`src/rtl/spi_poll_pkg.sv`:
```
// Shared types for the periodic SPI read requester.
// Assumes nothing beyond IEEE 1800-2017 enum support.
package spi_poll_pkg;

    // Handshake phases of the requester.
    typedef enum logic [1:0] {
        PH_WAIT    = 2'd0,   // timing the refresh period
        PH_REQ     = 2'd1,   // request high, waiting for data-ready
        PH_RELEASE = 2'd2    // request dropped, waiting for data-ready to fall
    } poll_phase_t;

endpackage

```
`src/rtl/sclk_divider.sv`:
```
// Serial clock divider: toggles sclk every HALF_DIV system clocks and
// emits a one-cycle strobe on the system clock edge where sclk rises.
// Assumes HALF_DIV >= 2; reset is synchronous and active low.
module sclk_divider #(
    parameter int HALF_DIV = 25
) (
    input  logic clk,
    input  logic rst_n,
    output logic sclk,
    output logic rise
);
    localparam int CW = (HALF_DIV > 1) ? $clog2(HALF_DIV) : 1;
    localparam logic [CW-1:0] LIMIT = CW'(HALF_DIV - 1);

    logic [CW-1:0] cnt;

    // Count system clocks and flip sclk at the half-period limit.
    always_ff @(posedge clk) begin
        if (!rst_n) begin
            cnt  <= '0;
            sclk <= 1'b0;
        end else if (cnt == LIMIT) begin
            cnt  <= '0;
            sclk <= ~sclk;
        end else begin
            cnt <= cnt + 1'b1;
        end
    end

    // Strobe marks the edge on which sclk goes from low to high.
    assign rise = (cnt == LIMIT) && !sclk;

    // sclk changes only when the counter sat at its limit.
    a_r3_toggle_at_limit: assert property (@(posedge clk) disable iff (!rst_n)
        (!$stable(sclk) && $past(rst_n)) |-> ($past(cnt) == LIMIT));

    // the rise strobe is followed by sclk high.
    a_r3_rise_then_high: assert property (@(posedge clk) disable iff (!rst_n)
        rise |=> sclk);
endmodule

```
`src/rtl/refresh_timer.sv`:
```
// Refresh timer: while run is high, counts serial-clock strobes and
// pulses expire on the REFRESH-th one; clears whenever run is low.
// Assumes REFRESH >= 1; reset is synchronous and active low.
module refresh_timer #(
    parameter int REFRESH = 40000
) (
    input  logic clk,
    input  logic rst_n,
    input  logic tick,
    input  logic run,
    output logic expire
);
    localparam int CW = (REFRESH > 1) ? $clog2(REFRESH) : 1;
    localparam logic [CW-1:0] LAST = CW'(REFRESH - 1);

    logic [CW-1:0] cnt;

    // Advance on each strobe during the wait phase, restart otherwise.
    always_ff @(posedge clk) begin
        if (!rst_n || !run) begin
            cnt <= '0;
        end else if (tick) begin
            cnt <= (cnt == LAST) ? '0 : cnt + 1'b1;
        end
    end

    assign expire = run && tick && (cnt == LAST);

    // the count never runs past the last period.
    a_r4_count_bound: assert property (@(posedge clk) disable iff (!rst_n)
        cnt <= LAST);

    // leaving the wait phase restarts the count from zero.
    a_r7_restart_when_idle: assert property (@(posedge clk) disable iff (!rst_n)
        !run |=> (cnt == '0));
endmodule

```
`src/rtl/poll_handshake.sv`:
```
// Handshake sequencer: raises the read request on timer expiry, captures
// the word and drops the request when data-ready is seen, then waits for
// data-ready to fall. Advances only on serial-clock strobes.
// Assumes data_ready and data_word are stable around each strobe.
module poll_handshake
    import spi_poll_pkg::*;
#(
    parameter int DATA_W = 16
) (
    input  logic              clk,
    input  logic              rst_n,
    input  logic              tick,
    input  logic              expire,
    input  logic              data_ready,
    input  logic [DATA_W-1:0] data_word,
    output logic              run,
    output logic              rd_req,
    output logic [DATA_W-1:0] led
);
    poll_phase_t phase;

    // Four-phase handshake, stepped on each serial-clock rising edge.
    always_ff @(posedge clk) begin
        if (!rst_n) begin
            phase  <= PH_WAIT;
            rd_req <= 1'b0;
            led    <= '0;
        end else if (tick) begin
            case (phase)
                PH_WAIT: if (expire) begin
                    rd_req <= 1'b1;
                    phase  <= PH_REQ;
                end
                PH_REQ: if (data_ready) begin
                    led    <= data_word;
                    rd_req <= 1'b0;
                    phase  <= PH_RELEASE;
                end
                PH_RELEASE: if (!data_ready) phase <= PH_WAIT;
                default: phase <= PH_WAIT;
            endcase
        end
    end

    // Timer runs only in the wait phase.
    assign run = (phase == PH_WAIT);

    // a request rises only after the timer expired.
    a_r4_req_after_expire: assert property (@(posedge clk) disable iff (!rst_n)
        ($rose(rd_req) && $past(rst_n)) |-> $past(expire));

    // the request falls only on a strobe with data-ready high.
    a_r5_drop_on_ready: assert property (@(posedge clk) disable iff (!rst_n)
        ($fell(rd_req) && $past(rst_n)) |-> ($past(data_ready) && $past(tick)));

    // the LED register changes only on a capture strobe.
    a_r6_led_on_capture: assert property (@(posedge clk) disable iff (!rst_n)
        (!$stable(led) && $past(rst_n)) |-> $past(tick && data_ready && rd_req));

    // no request while waiting for data-ready to fall.
    a_r7_quiet_release: assert property (@(posedge clk) disable iff (!rst_n)
        (phase == PH_RELEASE) |-> !rd_req);
endmodule

```
`src/rtl/spi_poll_seq.sv`:
```
// Periodic SPI read requester top: serial clock divider, refresh timer and
// handshake sequencer. Also inverts the board reset for the interface.
// Assumes btn_rst is already synchronous to clk.
module spi_poll_seq #(
    parameter int DATA_W         = 16,
    parameter int HALF_DIV       = 25,
    parameter int REFRESH_PERIOD = 40000
) (
    input  logic              clk,
    input  logic              btn_rst,
    input  logic              data_ready,
    input  logic [DATA_W-1:0] data_word,
    output logic              sclk,
    output logic              iface_rst_n,
    output logic              rd_req,
    output logic [DATA_W-1:0] led
);
    logic rst_n;
    logic tick;
    logic run;
    logic expire;

    // Active-high button becomes the active-low reset used everywhere.
    assign rst_n       = ~btn_rst;
    assign iface_rst_n = rst_n;

    sclk_divider #(.HALF_DIV(HALF_DIV)) u_div (
        .clk  (clk),
        .rst_n(rst_n),
        .sclk (sclk),
        .rise (tick)
    );

    refresh_timer #(.REFRESH(REFRESH_PERIOD)) u_timer (
        .clk   (clk),
        .rst_n (rst_n),
        .tick  (tick),
        .run   (run),
        .expire(expire)
    );

    poll_handshake #(.DATA_W(DATA_W)) u_hs (
        .clk       (clk),
        .rst_n     (rst_n),
        .tick      (tick),
        .expire    (expire),
        .data_ready(data_ready),
        .data_word (data_word),
        .run       (run),
        .rd_req    (rd_req),
        .led       (led)
    );
endmodule

```
`config.mk`:
```
export PLATFORM = sky130hd
export DESIGN_NAME = spi_poll_seq
export DESIGN_NICKNAME = d
export VERILOG_FILES = /design/src/rtl/spi_poll_pkg.sv /design/src/rtl/sclk_divider.sv /design/src/rtl/refresh_timer.sv /design/src/rtl/poll_handshake.sv /design/src/rtl/spi_poll_seq.sv
export SDC_FILE = /design/constraint.sdc
export NUM_CORES = 1
export LEC_CHECK = 0
export BUFFER_PORTS_ARGS = -buffer_cell sky130_fd_sc_hd__buf_2
export CORE_MARGIN = 2
export CORE_UTILIZATION = 54
export CTS_CLUSTER_SIZE = 10
export DETAILED_ROUTE_END_ITERATION = 7
export PLACE_DENSITY = 0.76
export SYNTH_ARGS = -nofsm -noshare
export SYNTH_HDL_FRONTEND = slang
export SYNTH_HIERARCHICAL = 1
export SYNTH_SLANG_ARGS = --single-unit
export TNS_END_PERCENT = 10
```
`constraint.sdc`:
```
create_clock -name clk -period 2.5 [get_ports clk]
set_input_delay 0.25 -clock clk [delete_from_list [all_inputs] [get_ports clk]]
set_output_delay 0.25 -clock clk [all_outputs]
set_load 0.02 [all_outputs]
```
==> flow_summary.toml <==
[sta]
max_freq_mhz = 454
final_max_slew_viol_count = 0
finalSetupTns_ns = 0
period_share_pct = 88.1
slew_headroom_pct = 59.4
period_needed_ns = 2.20
hold_viol_final = 0
finalSetupViolations = 0
fin_skew_ns = 0.0127
tightest_slew_ns = 0.608
post-route-worst-setup-slack_ns = 0.296
rsz0062_at_grt = "no"

[detailed_routing]
drtIter0Drc = 68
drt-vias-per-instance = 5.23
detail-route-antenna-nets = 0
route.vias.total = 1474
post_drt_wl_per_cell_um = 12.0
drc = 0
totalWireLength_um = 3370
drt-pass1-iter-count = 4

[worst_setup_path]
worstSetupStartpointType = "flip-flop"
crit_family = "simple AND/OR/NAND/NOR gates"
path_cells = "inv_1, ha_1, nand4b_1, nor2_1, buf_4, nand4b_4, nand3_1, o21ai_2"
cp_slowest_cell = "nand4b_4"
crit_type = "reg2reg"
timing.rr.start = "u_div/cnt[0]$_SDFF_PP0_"
cp_max_fo = 34
cp_slowest_stage_delay_ns = 0.50
critPathCaptureType = "flip-flop"
arrival_ns = 2.43
path_buf_inv = 2
crit_start = "u_div/cnt[0]$_SDFF_PP0_"
worst_ep_required_time_ns = 2.73

[cells_and_area]
layout_commonest_cell = "dfxtp_1"
design_area_mm2 = 0.00217
nFillCells = 296
mostFrequentLayoutCells = "41 x dfxtp_1, 37 x buf_2, 22 x nand2_1, 18 x nand3_1, 16 x o21ai_2"
antenna_cells = 0
layout-drive-gt1-share_pct = 37.3
final_nets = 258
syn_to_final_growth_pct = 12.6

[synth]
synth.area.mux_share_pct = 1.04
synth_top_cell_area_share_pct = 42.5
synth_edf_count = 0
async_flop_share_pct = 0
synth-compound-area-share_pct = 11.1
yosysSeqAreaShare_pct = 42.5
avgSynthCellArea_um2 = 9.74
synth_fa_ha_area_share_pct = 1.95
synth_top_area_cell = "dfxtp_1"
ys_ff_latch = 41
synth_cell_type_count = 39
netlist_area_mm2 = 0.00193
synth_fp_nets = 220
synth-simple-area-share_pct = 30.8
synthXorXnorAreaFrac_pct = 7.26
ys.flop_type = "dfxtp_1"
synth_warnings = 6
synth_top_family_by_area = "simple AND/OR/NAND/NOR gates"
syn_inst = 198
synth_area_leaders = "dfxtp_1 43%, o21ai_2 7.3%, xnor2_1 5.4%"

[hold_path]
hp-class = "in2reg"
hp-start = "data_word[7]"

[power_and_ir_drop]
p_clk_share_pct = 31.8
swShare_pct = 22.9
p_per_area_mw_per_mm2 = 485
irDropWorstVdd_v = 0.000401
internal-power_uw = 812
power.total_mw = 1.05
switchingPower_uw = 242
cellLeakagePower_nw = 0.896
combinationalPowerShare_pct = 5.4
p_seq_share_pct = 62.8

[outcome]
outcome = "finished clean"

[die]
rows = 21
pin_count = 38
initial_core_util_pct = 56.9
die_x_um = 63.8
die_y_um = 63.8
core_mm2 = 0.00339
die_area_mm2 = 0.00407

[cts]
post-cts-setup-buffer-count = 0
cts_buffers = 5
cts_resized = 0
clkLatencyLatePin_ns = 0.35
cts_buffer_depth = 2
clk_pin_slew_ns = 0.12
cts_hold_buf = 0
root_buffer = "clkbuf_4"
clock_sinks = 41
cts_tree = "done"
htreeDepth = 2

[global_routing]
overflow = 0
antenna_found_initial = 0
grt_max_degree = 36
grt_pass1_wl_um = 5790
grt_usage_pct = 18.2
first_global_vias = 1345

[placement]
place_ws_ns = 0.326
place.gp.congestion = 0.801
dpl_cell_area_mm2 = 0.00211
portBuffers = 37
dp_hpwl_um = 2350

[job]
maxCapViolations = 0
## cell usage after synthesis, types with 4 or more instances
cell / instances
dfxtp_1: 41
xor2_1: 4
o21ai_0: 4
inv_1: 6
o21ai_2: 16
nand3_1: 18
nor4_1: 5
nor2_2: 10
nor2_1: 11
nand4_1: 5
nand2_1: 22
nor3_1: 4
xnor2_1: 12
## state kept, by name, indices dropped and copies added (netlist names)
signal	count
u_timer/cnt	16
u_hs/rd_req	1
u_div/cnt	5
u_div/sclk	1
u_hs/led	16
u_hs/phase	2
## metrics by stage
stage                     hold WS [ns]  instances  util (%)
final                            0.134        282      64.1
after global routing             0.100        282      64.1
after CTS                        0.119        282      64.1
after detailed placement         0.451        275      62.4
after global placement           0.443        275      62.4
after floorplan                  0.394        198         -
## power by group through the flow
stage | clock network, mW | logic, mW | registers [mW]
after floorplan | 0 | 0.0407 | 0.675
after global placement | 0 | 0.0558 | 0.676
after detailed placement | 0 | 0.0568 | 0.676
after CTS | 0.345 | 0.0573 | 0.661
after global routing | 0.384 | 0.0638 | 0.663
final | 0.336 | 0.0569 | 0.661
## worst paths after layout
check                         endpoint  slack (ns)  cells after the start
min           u_hs/led[7]$_SDFFE_PN0P_        0.13                      3
min reg2reg  u_hs/led[12]$_SDFFE_PN0P_        0.47                      2
max           u_hs/led[4]$_SDFFE_PN0P_        0.30                      8
max reg2reg   u_hs/led[4]$_SDFFE_PN0P_        0.30                      8
## worst reg2reg max path: cells and delay by family (launching register included)
kind / cells / cell delay (ns)
AO/OA/AOI/OAI: 1 / 0.08
adder cells (fa/ha/maj): 1 / 0.17
AND/OR/NAND/NOR: 4 / 1.21
flip-flops: 1 / 0.35
buffers and inverters: 2 / 0.28
## routing by layer
metal | routed length, um | global-route usage, % | vias up
li1 | - | - | 767
met1 | 1600 | 21.4 | 670
met2 | 1560 | 29.6 | 35
met3 | 200 | 8.10 | 2
met4 | 18 | 6.25 | 0
met5 | 0 | 0 | -
## cell type report
cell class,instances,area [um^2],share of cell area (%)
Timing Repair Buffer,40,208,9.56
Tap cell,46,57.6,2.65
Clock inverter,1,7.51,0.345
Sequential cell,41,821,37.8
Inverter,6,22.5,1.04
Clock buffer,6,51.3,2.36
Multi-Input combinational cell,142,1010,46.3
## kinds of logic (layout without fill, tap and decap cells)
| family | count (synthesis) | count (layout) |
|---|---|---|
| xor gates and xnor gates | 16 | 16 |
| AOI/OAI and AO/OA | 26 | 26 |
| and+or+nand+nor | 95 | 95 |
| adders and majority gates | 3 | 3 |
| muxes | 2 | 2 |
| buffers and inverters | 15 | 53 |
| DFF | 41 | 41 |
Note: power is estimated with default switching activity, not from simulation.
